File: src/rtl/irq_accept_pkg.sv
package irq_accept_pkg;

  typedef enum logic [2:0] {
    DM_FIXED   = 3'b000,
    DM_LOWPRI  = 3'b001,
    DM_SMI     = 3'b010,
    DM_UNUSED  = 3'b011,
    DM_NMI     = 3'b100,
    DM_INIT    = 3'b101,
    DM_STARTUP = 3'b110,
    DM_EXTINT  = 3'b111
  } dmode_e;

  typedef enum logic [1:0] {
    RSP_DISCARD = 2'b00,
    RSP_ACCEPT  = 2'b01,
    RSP_RETRY   = 2'b10
  } rsp_e;

  typedef enum logic [1:0] {
    CLS_FIXED,
    CLS_LOWPRI,
    CLS_DIRECT,
    CLS_INVALID
  } cls_e;

  typedef struct packed {
    rsp_e code;
    logic to_core;
    logic to_pend;
  } verdict_t;

  localparam verdict_t VERDICT_DISCARD = '{code: RSP_DISCARD, to_core: 1'b0, to_pend: 1'b0};
  localparam verdict_t VERDICT_RETRY   = '{code: RSP_RETRY,   to_core: 1'b0, to_pend: 1'b0};
  localparam verdict_t VERDICT_QUEUE   = '{code: RSP_ACCEPT,  to_core: 1'b0, to_pend: 1'b1};
  localparam verdict_t VERDICT_DIRECT  = '{code: RSP_ACCEPT,  to_core: 1'b1, to_pend: 1'b0};

endpackage

File: src/rtl/irq_mode_decode.sv
module irq_mode_decode
  import irq_accept_pkg::*;
(
  input  logic [2:0] mode_i,
  output cls_e       cls_o
);

  always_comb begin
    unique case (dmode_e'(mode_i))
      DM_FIXED:   cls_o = CLS_FIXED;
      DM_LOWPRI:  cls_o = CLS_LOWPRI;
      DM_SMI,
      DM_NMI,
      DM_INIT,
      DM_STARTUP,
      DM_EXTINT:  cls_o = CLS_DIRECT;
      default:    cls_o = CLS_INVALID;
    endcase
  end

endmodule

File: src/rtl/irq_slot_lookup.sv
module irq_slot_lookup #(
  parameter int VEC_W = 8,
  localparam int NUM_VEC = 1 << VEC_W
) (
  input  logic [NUM_VEC-1:0] busy_i,
  input  logic [VEC_W-1:0]   vec_i,
  output logic               free_o
);

  logic [NUM_VEC-1:0] hit;

  // one-hot select of the busy flag, flat OR tree instead of a wide mux
  for (genvar g = 0; g < NUM_VEC; g++) begin : g_hit
    assign hit[g] = busy_i[g] & (vec_i == VEC_W'(g));
  end

  assign free_o = ~|hit;

endmodule

File: src/rtl/irq_lowpri_resolve.sv
module irq_lowpri_resolve
  import irq_accept_pkg::*;
(
  input  logic     slot_free_i,
  input  logic     retry_posted_i,
  input  logic     focus_self_i,
  input  logic     focus_other_i,
  input  logic     arb_win_i,
  output verdict_t verdict_o
);

  always_comb begin
    if (focus_self_i) begin
      if (!slot_free_i)        verdict_o = VERDICT_RETRY;
      else if (retry_posted_i) verdict_o = VERDICT_DISCARD;
      else                     verdict_o = VERDICT_QUEUE;
    end else if (focus_other_i) begin
      verdict_o = VERDICT_DISCARD;
    end else begin
      if (!slot_free_i)        verdict_o = VERDICT_RETRY;
      else if (retry_posted_i) verdict_o = VERDICT_DISCARD;
      else if (!arb_win_i)     verdict_o = VERDICT_DISCARD;
      else                     verdict_o = VERDICT_QUEUE;
    end
  end

endmodule

File: src/rtl/irq_accept_filter.sv
module irq_accept_filter
  import irq_accept_pkg::*;
#(
  parameter int VEC_W = 8,
  localparam int NUM_VEC = 1 << VEC_W
) (
  input  logic               clk_i,
  input  logic               rst_ni,
  input  logic               msg_valid_i,
  input  logic               msg_dest_match_i,
  input  logic [2:0]         msg_mode_i,
  input  logic [VEC_W-1:0]   msg_vector_i,
  input  logic               msg_level_i,
  input  logic               retry_posted_i,
  input  logic               focus_self_i,
  input  logic               focus_other_i,
  input  logic               arb_win_i,
  input  logic [NUM_VEC-1:0] slot_busy_i,
  output logic               rsp_valid_o,
  output logic [1:0]         rsp_code_o,
  output logic               core_valid_o,
  output logic [2:0]         core_mode_o,
  output logic [VEC_W-1:0]   core_vector_o,
  output logic               core_level_o,
  output logic               pend_valid_o,
  output logic [VEC_W-1:0]   pend_vector_o,
  output logic               pend_level_o
);

  cls_e     cls;
  logic     slot_free;
  verdict_t lp_verdict;
  verdict_t verdict;

  irq_mode_decode i_mode_decode (
    .mode_i (msg_mode_i),
    .cls_o  (cls)
  );

  irq_slot_lookup #(.VEC_W(VEC_W)) i_slot_lookup (
    .busy_i (slot_busy_i),
    .vec_i  (msg_vector_i),
    .free_o (slot_free)
  );

  irq_lowpri_resolve i_lowpri_resolve (
    .slot_free_i    (slot_free),
    .retry_posted_i (retry_posted_i),
    .focus_self_i   (focus_self_i),
    .focus_other_i  (focus_other_i),
    .arb_win_i      (arb_win_i),
    .verdict_o      (lp_verdict)
  );

  always_comb begin
    if (!msg_dest_match_i) begin
      verdict = VERDICT_DISCARD;
    end else begin
      unique case (cls)
        CLS_DIRECT: verdict = VERDICT_DIRECT;
        CLS_FIXED:  verdict = slot_free ? VERDICT_QUEUE : VERDICT_RETRY;
        CLS_LOWPRI: verdict = lp_verdict;
        default:    verdict = VERDICT_DISCARD;
      endcase
    end
  end

  // strobes reset, payload held only when a message arrives
  always_ff @(posedge clk_i or negedge rst_ni) begin
    if (!rst_ni) begin
      rsp_valid_o  <= 1'b0;
      rsp_code_o   <= RSP_DISCARD;
      core_valid_o <= 1'b0;
      pend_valid_o <= 1'b0;
    end else begin
      rsp_valid_o  <= msg_valid_i;
      rsp_code_o   <= msg_valid_i ? verdict.code : RSP_DISCARD;
      core_valid_o <= msg_valid_i & verdict.to_core;
      pend_valid_o <= msg_valid_i & verdict.to_pend;
    end
  end

  always_ff @(posedge clk_i or negedge rst_ni) begin
    if (!rst_ni) begin
      core_mode_o   <= '0;
      core_vector_o <= '0;
      core_level_o  <= 1'b0;
    end else if (msg_valid_i && verdict.to_core) begin
      core_mode_o   <= msg_mode_i;
      core_vector_o <= msg_vector_i;
      core_level_o  <= msg_level_i;
    end
  end

  always_ff @(posedge clk_i or negedge rst_ni) begin
    if (!rst_ni) begin
      pend_vector_o <= '0;
      pend_level_o  <= 1'b0;
    end else if (msg_valid_i && verdict.to_pend) begin
      pend_vector_o <= msg_vector_i;
      pend_level_o  <= msg_level_i;
    end
  end

endmodule

File: config.mk
export PLATFORM = sky130hd
export DESIGN_NAME = irq_accept_filter
export DESIGN_NICKNAME = d
export VERILOG_FILES = /design/src/rtl/irq_accept_pkg.sv /design/src/rtl/irq_mode_decode.sv /design/src/rtl/irq_slot_lookup.sv /design/src/rtl/irq_lowpri_resolve.sv /design/src/rtl/irq_accept_filter.sv
export SDC_FILE = /design/constraint.sdc
export NUM_CORES = 1
export LEC_CHECK = 0
export BUFFER_PORTS_ARGS = -buffer_cell sky130_fd_sc_hd__buf_2
export CAP_MARGIN = 20
export CORE_AREA = 8 8 110 112
export CTS_CLUSTER_SIZE = 8
export DETAILED_ROUTE_END_ITERATION = 16
export DIE_AREA = 0 0 118 120
export GPL_ROUTABILITY_DRIVEN = 0
export HOLD_SLACK_MARGIN = 0.05
export MAX_ROUTING_LAYER = met4
export PLACE_DENSITY = 0.75
export SYNTH_ARGS = -nofsm -noshare
export SYNTH_HDL_FRONTEND = slang
export SYNTH_SLANG_ARGS = --single-unit
export TNS_END_PERCENT = 50
File: constraint.sdc
create_clock -name clk_i -period 1.95 [get_ports clk_i]
set_input_delay 0.2925 -clock clk_i [delete_from_list [all_inputs] [get_ports clk_i]]
set_output_delay 0.2925 -clock clk_i [all_outputs]
set_load 0.05 [all_outputs]
* Word level (Yosys, flattened, before mapping)
Index checks and enable logic that the tools add are counted.
Storage, ports and cells: bits in registers 26, input bits 276, output and inout port bits 26, logic and storage cells 549
Operators by class: equal/unequal tests 263, multiplexer cells 12, bitwise logic cells 258, reductions and logical operators 7
Operator list (count):
- == test 8 bit, second input constant | 128
- == test 8 x 7 -> 1 bit, second input constant | 64
- AND 1 bit | 258
- == test 8 x 6 -> 1 bit, second input constant | 32
- OR reduction 256 bit | 1
- == test 8 x 5 -> 1 bit, second input constant | 16
- == test 8 x 4 -> 1 bit, second input constant | 8
- == test 8 x 3 -> 1 bit, second input constant | 4
- two-way mux 4 bit | 7
- == test 8 x 2 -> 1 bit, second input constant | 2
- == test 3 bit, second input constant | 4
- one-hot mux 4 bit (3 select lines) | 1
- == test 8 x 1 -> 1 bit, second input constant | 1
- zero test 8 bit | 1
- two-way mux 3 bit | 2
- one-hot mux 2 bit (3 select lines) | 1
- OR reduction 5 bit | 1
- == test 3 x 1 -> 1 bit, second input constant | 1
- == test 3 x 2 -> 1 bit, second input constant | 1
- zero test 3 bit | 1
- == test 2 x 1 -> 1 bit, second input constant | 1
- == test 2 bit, second input constant | 1
- logical AND 1 bit | 2
- zero test 2 bit | 1
- two-way mux 2 bit | 1

* Logic depth before layout (Yosys ltp)
Gate-level depths: netlist of the first run.
word-level depth 9, depth in mapped cells 13, gate-level depth less buffers 8

* Modules after synthesis
A second synthesis of the first run with hierarchy kept.
Unflattened totals: cells, all modules 506, area, all modules 3952.5 um2
By module, submodules not included:
- irq_slot_lookup | instances 1, cells an instance 362, area each 2528.7 um2
- irq_accept_filter | instances 1, cells an instance 134, area each 1357.6 um2
- irq_lowpri_resolve | instances 1, cells an instance 8, area each 51.3 um2
- irq_mode_decode | instances 1, cells an instance 2, area each 15.0 um2

* Worst setup path before layout of the first run
Ideal clock, no wire load.
path kind input to register, start point input msg_vector_i[2], end point register pend_vector_o[3], library setup time 128 ps, arrival 2820 ps, required time 1822 ps, setup slack -998 ps, stages on the path 10, cell sequence buf_2 -> buf_2 -> buf_2 -> mux2_2 -> a2111oi_0 -> a31oi_1 -> a2111oi_2 -> nand4_2 -> nor2_8 -> mux2_1
Between the ends: cells in the longest elaborated chain, start to end 9, elaborated cells on any way between the ends 521, classes of those cells eq/ne (255); mux (7); bitwise (256); reduce/logical (3)
Ends and longest elaborated chain:
- start, declared | RTL line irq_accept_filter.sv:12 | input logic [VEC_W-1:0] msg_vector_i,
- == test 8 x 1 -> 1 bit (tied with other cells) | RTL line irq_slot_lookup.sv:14 | assign hit[g] = busy_i[g] & (vec_i == VEC_W'(g));
- AND 1 bit | RTL line irq_slot_lookup.sv:14
- OR reduction 256 bit * | RTL line irq_slot_lookup.sv:17 | assign free_o = ~|hit;
- two-way mux 4 bit | RTL line irq_lowpri_resolve.sv:20 | if (!slot_free_i) verdict_o = VERDICT_RETRY;
- two-way mux 4 bit | RTL line irq_lowpri_resolve.sv:17 | end else if (focus_other_i) begin
- two-way mux 4 bit | RTL line irq_lowpri_resolve.sv:13 | if (focus_self_i) begin
- one-hot mux 4 bit (3 select lines) * | RTL line irq_accept_filter.sv:59 | unique case (cls)
- two-way mux 4 bit * | RTL line irq_accept_filter.sv:56 | if (!msg_dest_match_i) begin
- logical AND 1 bit * | RTL line irq_accept_filter.sv:99 | end else if (msg_valid_i && verdict.to_pend) begin
- end signal, assigned | RTL line irq_accept_filter.sv:100 | pend_vector_o <= msg_vector_i;
- end, declared | RTL line irq_accept_filter.sv:26 | output logic [VEC_W-1:0] pend_vector_o,
Mark *: on every way between the ends. The rest lies on a longest branch, timed or not. A chain may end at the register's enable or synchronous reset.

* Worst setup path after layout of the first run
start point input msg_vector_i[3], end point register pend_vector_o[3]
Between the ends: cells in the longest elaborated chain, start to end 9, elaborated cells on any way between the ends 521, classes of those cells eq/ne (255); mux (7); bitwise (256); reduce/logical (3)
Ends and longest elaborated chain (RTL line):
- == test 8 x 1 -> 1 bit (tied with other cells) | irq_slot_lookup.sv:14
- AND 1 bit | irq_slot_lookup.sv:14
- OR reduction 256 bit | irq_slot_lookup.sv:17
- two-way mux 4 bit | irq_lowpri_resolve.sv:20
- two-way mux 4 bit | irq_lowpri_resolve.sv:17
- two-way mux 4 bit | irq_lowpri_resolve.sv:13
- one-hot mux 4 bit (3 select lines) | irq_accept_filter.sv:59
- two-way mux 4 bit | irq_accept_filter.sv:56
- logical AND 1 bit | irq_accept_filter.sv:99
Several ways; a longest one is shown, not always the timed one.

==> impl_metrics.env, run 1 <==
export IMPL_drv_cap=0
export IMPL_vias_per_cell=5.63
export IMPL_crit_arrival_ns=2.83
export IMPL_grt_max_degree=27
export IMPL_worst_pin_slew_ns=1.09
export IMPL_synthTopCellsByCount="42 x nand2_1, 38 x mux2i_1, 32 x a22o_1, 26 x dfrtp_1, 24 x clkbuf_1"
export IMPL_synth_top_area_share_pct=17.8
export IMPL_yosys_top_cells_area="dfrtp_1 18%, mux2i_1 10%, a22o_1 7.7%"
export IMPL_rsz0062_at_grt="yes"
export IMPL_synth_nets=743
export IMPL_die_w_microns=118
export IMPL_dp_cells=959
export IMPL_std_cell_rows=38
export IMPL_setup_violations=12
export IMPL_grt_pass1_vias=5803
export IMPL_r2r_start="pend_vector_o[5]$_DFFE_PN0P_"
export IMPL_drv_slew=0
export IMPL_nets=1125
export IMPL_avgSynthCellArea_sq_um=7.84
export IMPL_path_clk_slew_ns=0.09
export IMPL_path_class="in -> reg"
export IMPL_synth_main_ff_cell="dfrtp_1"
export IMPL_wl_microns=21400
export IMPL_multi_input_comb_area_sq_um=3020
export IMPL_cts_sinks=26
export IMPL_setup_slack_ns=-0.719
export IMPL_ant_nets=0
export IMPL_synth_top_area_cell="dfrtp_1"
export IMPL_drc_errors=0
export IMPL_area_growth_pct=80.8
export IMPL_port_buffers=301
export IMPL_drive_above_1_share_pct=58.3
export IMPL_violations="setup timing"
export IMPL_grtUsageTotal_pct=29.4
export IMPL_crit_top_cell="buf_4"
export IMPL_slowest_delay_ns=0.60
export IMPL_overflow=0
export IMPL_layout_min_cycle_time_ns=2.67
export IMPL_yosysSeqAreaShare_pct=17.8
export IMPL_synth_distinct_cells=57
export IMPL_r2r_slack_ns=1.16
export IMPL_grt_antenna_before_repair=0
export IMPL_vias=5564
export IMPL_dp_hpwl_microns=17800
export IMPL_period_share_pct=137
export IMPL_power_mw=2.90
export IMPL_cts_max_path_buffers=2
export IMPL_dieArea_sq_um=14200
export IMPL_setup_worst_path_start="msg_vector_i[3]"
export IMPL_root_buffer="clkbuf_8"
export IMPL_hp_class="in -> reg"
export IMPL_antennaDiodeCount=0
export IMPL_htree_num_levels=1
export IMPL_crit_chain="buf_12, buf_4, nor2b_4, buf_4, a22o_1, a222oi_1, nor4b_4, nor4_2, or4b_4, nor2_4, mux2_4"
export IMPL_core_sq_um=10500
export IMPL_finalHoldViolations=0
export IMPL_worstSetupStartpointType="primary input"
export IMPL_wl_per_cell_microns=21.6
export IMPL_grt_first_pass_wirelength_microns=32200
export IMPL_seq_area_sq_um=651
export IMPL_cp_slowest_cell="or4b_4"
export IMPL_async_flop_share_pct=100
export IMPL_start_util_pct=34.8
export IMPL_firstDrtPassIters=5
export IMPL_status="finished with violations"
export IMPL_cts_tree="yes"
export IMPL_yosysWarnings=0
export IMPL_ir_worst_vdd_uv=472
export IMPL_fill_cells=1012
export IMPL_synth_edf_count=0
export IMPL_finalNonFillerCells=988
export IMPL_path_max_fanout=14
export IMPL_p_leak_nw=3.34
export IMPL_synth_area_sq_um=3660
export IMPL_cp_required_ns=2.11
export IMPL_slew_headroom_pct=26.6
export IMPL_dieHeight_microns=120
export IMPL_drtIter0Drc=446
export IMPL_min_delay_start="msg_valid_i"
export IMPL_setup_tns_ns=-7.94
export IMPL_fin_skew_ns=0
export IMPL_ys_ff_latch=26
export IMPL_ioPinCount=302
export IMPL_clock_latency_ns=0.27
export IMPL_yosysMostFrequentCell="nand2_1"
export IMPL_cts_buffers=3
export IMPL_netlist_instances=467
export IMPL_max_freq_ghz=0.375
export IMPL_power_density_nw_per_um2=439
export IMPL_critPathCaptureType="flip-flop"
[metrics by stage]
| stage | setup slack [ns] | utilization (%) | hold WS [ns] | cell area, sq um |
|---|---|---|---|---|
| detailed placement | -1.43 | 57.0 | 0.316 | 5990 |
| finish | -0.719 | 63.0 | 0.155 | 6620 |
| global route | -0.814 | 63.0 | 0.157 | 6620 |
| CTS | -0.697 | 62.2 | 0.154 | 6540 |
| floorplan | -0.884 | - | -0.00309 | 3740 |
| global placement | -1.38 | 57.0 | 0.313 | 5990 |
[cells in the final DEF (no fill, tap or decap), types with 5 or more instances in the layout]
master    Yosys  final
buf_4         5    103
buf_6         4      9
o21ai_0      14     13
nand2_1      42     42
dfrtp_1      26     26
a21oi_1      20     19
nand3_1      18     18
or3b_2        5      5
o22a_1        5      5
buf_12        0     11
mux2_2        5      5
nor3_1        8      7
nor2_1       18     16
nor2b_4       0      8
nor2b_1      14      6
o22ai_1       9      9
a22o_1       32     32
nand2b_1      9      9
nand3b_1     19     19
inv_1        10      9
mux2i_1      38     38
buf_2        15    297
a22oi_1      16     15
a31oi_1      14     12
a222oi_1      5      5
a32o_1        8      8
mux2_4        0     10
[worst max-delay path: cells and delay by family]
family | cells | cell delay (ns)
AO/OA/AOI/OAI | 2 | 0.61
buffers and inverters | 3 | 0.38
multiplexers | 1 | 0.32
AND/OR/NAND/NOR | 5 | 1.21
[cell families (layout without fill, tap and decap cells)]
| kind of cell | Yosys count | in the layout | synth area share [%] |
|---|---|---|---|
| AND/OR/NAND/NOR | 169 | 170 | 26.3 |
| buffers and inverters | 61 | 441 | 8.10 |
| flip-flops | 26 | 26 | 17.8 |
| AO/OA/AOI/OAI | 158 | 158 | 32.8 |
| multiplexers | 53 | 53 | 15.0 |
[cell type report]
class	instances	share of cell area (%)
Multi-Input combinational cell	381	45.7
Timing Repair Buffer	425	40.3
Sequential cell	26	9.83
Tap cell	140	2.65
Clock buffer	4	0.832
Inverter	12	0.738
[sequential cells by signal, indices dropped and copies added, names as in the netlist, 2 cells and up]
register	cells
core_vector_o	8
rsp_code_o	2
core_mode_o	3
pend_vector_o	8
[where the power goes]
group	switching [mW]	leakage (nW)	internal, mW	total [mW]
clock network	0.163	0.0288	0.181	0.344
logic	1.03	2.99	0.812	1.85
registers	0.0656	0.325	0.649	0.714
total	1.26	3.34	1.64	2.90
[path summary, 6_finish.rpt]
kind	to	cells after the start
max in group asynchronous	core_vector_o[6]$_DFFE_PN0P_	2
min reg2reg	core_vector_o[7]$_DFFE_PN0P_	2
max	pend_vector_o[3]$_DFFE_PN0P_	11
max reg2reg	pend_vector_o[5]$_DFFE_PN0P_	1
min in group asynchronous	rsp_code_o[0]$_DFF_PN0_	2
min	rsp_valid_o$_DFF_PN0_	1
[metal layers]
| metal | vias to the layer above | global-route usage (%) | part of all wire (%) | routed length, microns |
|---|---|---|---|---|
| met5 | - | - | 0 | 0 |
| met4 | 0 | 6.65 | 1.7 | 364 |
| met3 | 32 | 5.17 | 7.5 | 1610 |
| met2 | 315 | 50.5 | 49 | 10600 |
| met1 | 2621 | 35.2 | 41 | 8830 |
| li1 | 2596 | - | - | - |
[what timing repair did]
item                                   4_1_cts  5_1_grt
setup endpoints to repair                   12       12
gates cloned                                 2        0
resized for setup                           69        9
pin swaps                                   27        2
endpoints found under the hold margin       26        0
setup buffers                               18        5
hold buffers                                 1        0
Power figures use the tool's default switching activity.
==> run 2, diff against run 1 <==
--- a/config.mk
+++ b/config.mk
@@ -15,6 +15,7 @@
 export HOLD_SLACK_MARGIN = 0.05
 export MAX_ROUTING_LAYER = met4
 export PLACE_DENSITY = 0.75
+export SETUP_SLACK_MARGIN = 0.3
 export SYNTH_ARGS = -nofsm -noshare
 export SYNTH_HDL_FRONTEND = slang
 export SYNTH_SLANG_ARGS = --single-unit
==> impl_metrics.env, run 2 (synthesis results as in run 1) <==
export IMPL_status="finished with violations"
export IMPL_violations="setup timing"
export IMPL_period_share_pct=137
export IMPL_pre_cts_ws_ns=-1.43
export IMPL_drtIter0Drc=502
export IMPL_start_util_pct=34.8
export IMPL_grt_max_degree=27
export IMPL_area_growth_pct=82.3
export IMPL_setup_tns_ns=-8.01
export IMPL_dp_cells=959
export IMPL_root_buffer="clkbuf_8"
export IMPL_nets=1128
export IMPL_dieArea_sq_um=14200
export IMPL_hold_path_end="rsp_valid_o$_DFF_PN0_"
export IMPL_rr_endpoint="pend_vector_o[5]$_DFFE_PN0P_"
export IMPL_cts_sinks=26
export IMPL_firstDrtPassIters=7
export IMPL_vias=5561
export IMPL_crit_top_cell="buf_12"
export IMPL_fill_cells=999
export IMPL_top_regs="core_vector_o x8, pend_vector_o x8, core_mode_o x3"
export IMPL_wl_per_cell_microns=21.7
export IMPL_layout_min_cycle_time_ns=2.67
export IMPL_fin_skew_ns=0
export IMPL_grt_antenna_before_repair=0
export IMPL_dp_hpwl_microns=17800
export IMPL_cts_tree="yes"
export IMPL_drc_errors=0
export IMPL_path_max_fanout=6
export IMPL_critical_path_n_buffers_inverters=2
export IMPL_min_path_cells=1
export IMPL_setup_slack_ns=-0.722
export IMPL_r2r_slack_ns=1.16
export IMPL_critPathCaptureType="flip-flop"
export IMPL_power_mw=2.91
export IMPL_core_sq_um=10500
export IMPL_slew_headroom_pct=27.1
export IMPL_hp_class="in -> reg"
export IMPL_worstSetupStartpointType="primary input"
export IMPL_path_class="in -> reg"
export IMPL_drive_above_1_share_pct=58.5
export IMPL_finalNonFillerCells=992
export IMPL_crit_arrival_ns=2.83
export IMPL_ioPinCount=302
export IMPL_cp_top_family="simple AND/OR/NAND/NOR gates"
export IMPL_port_buffers=301
export IMPL_place_area_sq_um=5990
export IMPL_cp_required_ns=2.11
export IMPL_grtUsageTotal_pct=29.4
export IMPL_min_delay_start="msg_valid_i"
export IMPL_dieHeight_microns=120
export IMPL_setup_violations=12
export IMPL_htree_num_levels=1
export IMPL_std_cell_rows=38
export IMPL_vias_per_cell=5.61
export IMPL_finalHoldViolations=0
export IMPL_crit_chain="buf_12, buf_12, nor2b_4, a22o_1, a222oi_1, nor4b_4, nor4_2, or4b_4, nor2_4, mux2_4"
export IMPL_p_leak_nw=3.37
export IMPL_holdWs_ns=0.155
export IMPL_final_area_sq_um=6670
export IMPL_ir_worst_vdd_uv=472
export IMPL_grt_first_pass_wirelength_microns=32200
export IMPL_cts_buffers=3
export IMPL_rsz0062_at_grt="yes"
export IMPL_wl_microns=21500
export IMPL_grt_pass1_vias=5801
export IMPL_utilization_pct=63.5
export IMPL_r2r_start="pend_vector_o[5]$_DFFE_PN0P_"
export IMPL_die_w_microns=118
export IMPL_slowest_delay_ns=0.60
export IMPL_max_freq_ghz=0.374
export IMPL_worst_r2r_path_depth=1
export IMPL_overflow=0
export IMPL_cts_max_path_buffers=2
export IMPL_ant_nets=0
export IMPL_path_clk_slew_ns=0.09
export IMPL_layout_commonest_cell="buf_2"
export IMPL_final_cell_mix="297 x buf_2, 104 x buf_4, 42 x nand2_1"
export IMPL_drv_cap=0
export IMPL_cp_slowest_cell="or4b_4"
export IMPL_power_density_nw_per_um2=436
export IMPL_worst_pin_slew_ns=1.08
export IMPL_clock_latency_ns=0.27
export IMPL_drv_slew=0
-- run 2: what timing repair did --
| item | in CTS | in global routing |
|---|---|---|
| buffers inserted | 19 | 5 |
| pin swaps | 28 | 1 |
| hold buffers | 1 | 0 |
| setup endpoints to repair | 12 | 12 |
| gates resized for setup | 74 | 8 |
| endpoints found under the hold margin | 26 | 0 |
| cloned | 2 | 1 |
-- run 2: per-layer routing --
layer / vias to the layer above / GRT usage (%) / part of all wire, %
li1: 2613 / - / -
met1: 2589 / 35.0 / 41
met2: 324 / 50.6 / 50
met3: 35 / 5.21 / 7.3
met4: 0 / 6.81 / 2.3
met5: - / - / 0
-- run 2: layout make-up --
type	instances	area (sq um)	area share (%)
repair buffers	428	2720	40.7
inverters	12	48.8	0.731
well taps	140	175	2.63
clock buffers	4	55.1	0.825
multi-input cells	381	3030	45.3
diodes	1	2.50	0.0375
flip-flops and latches	26	651	9.75
-- run 2: where the power goes --
| group | switching (mW) | internal, mW |
|---|---|---|
| Sequential | 0.0647 | 0.649 |
| Clock | 0.161 | 0.180 |
| Combinational | 1.03 | 0.823 |
-- run 2: how the worst max path moves through the flow --
stage                     from                      endpoint  slack, ns  depth (start not counted)
5_1_grt        msg_vector_i[1]  pend_vector_o[3]$_DFFE_PN0P_      -0.82                         10
2_1_floorplan  msg_vector_i[3]      pend_level_o$_DFFE_PN0P_      -0.88                         11
4_1_cts        msg_vector_i[1]  pend_vector_o[0]$_DFFE_PN0P_      -0.69                         10
3_5_place_dp   msg_vector_i[0]  pend_vector_o[0]$_DFFE_PN0P_      -1.43                         11
3_3_place_gp   msg_vector_i[3]  pend_vector_o[0]$_DFFE_PN0P_      -1.38                         11
6_report       msg_vector_i[1]  pend_vector_o[3]$_DFFE_PN0P_      -0.72                         10
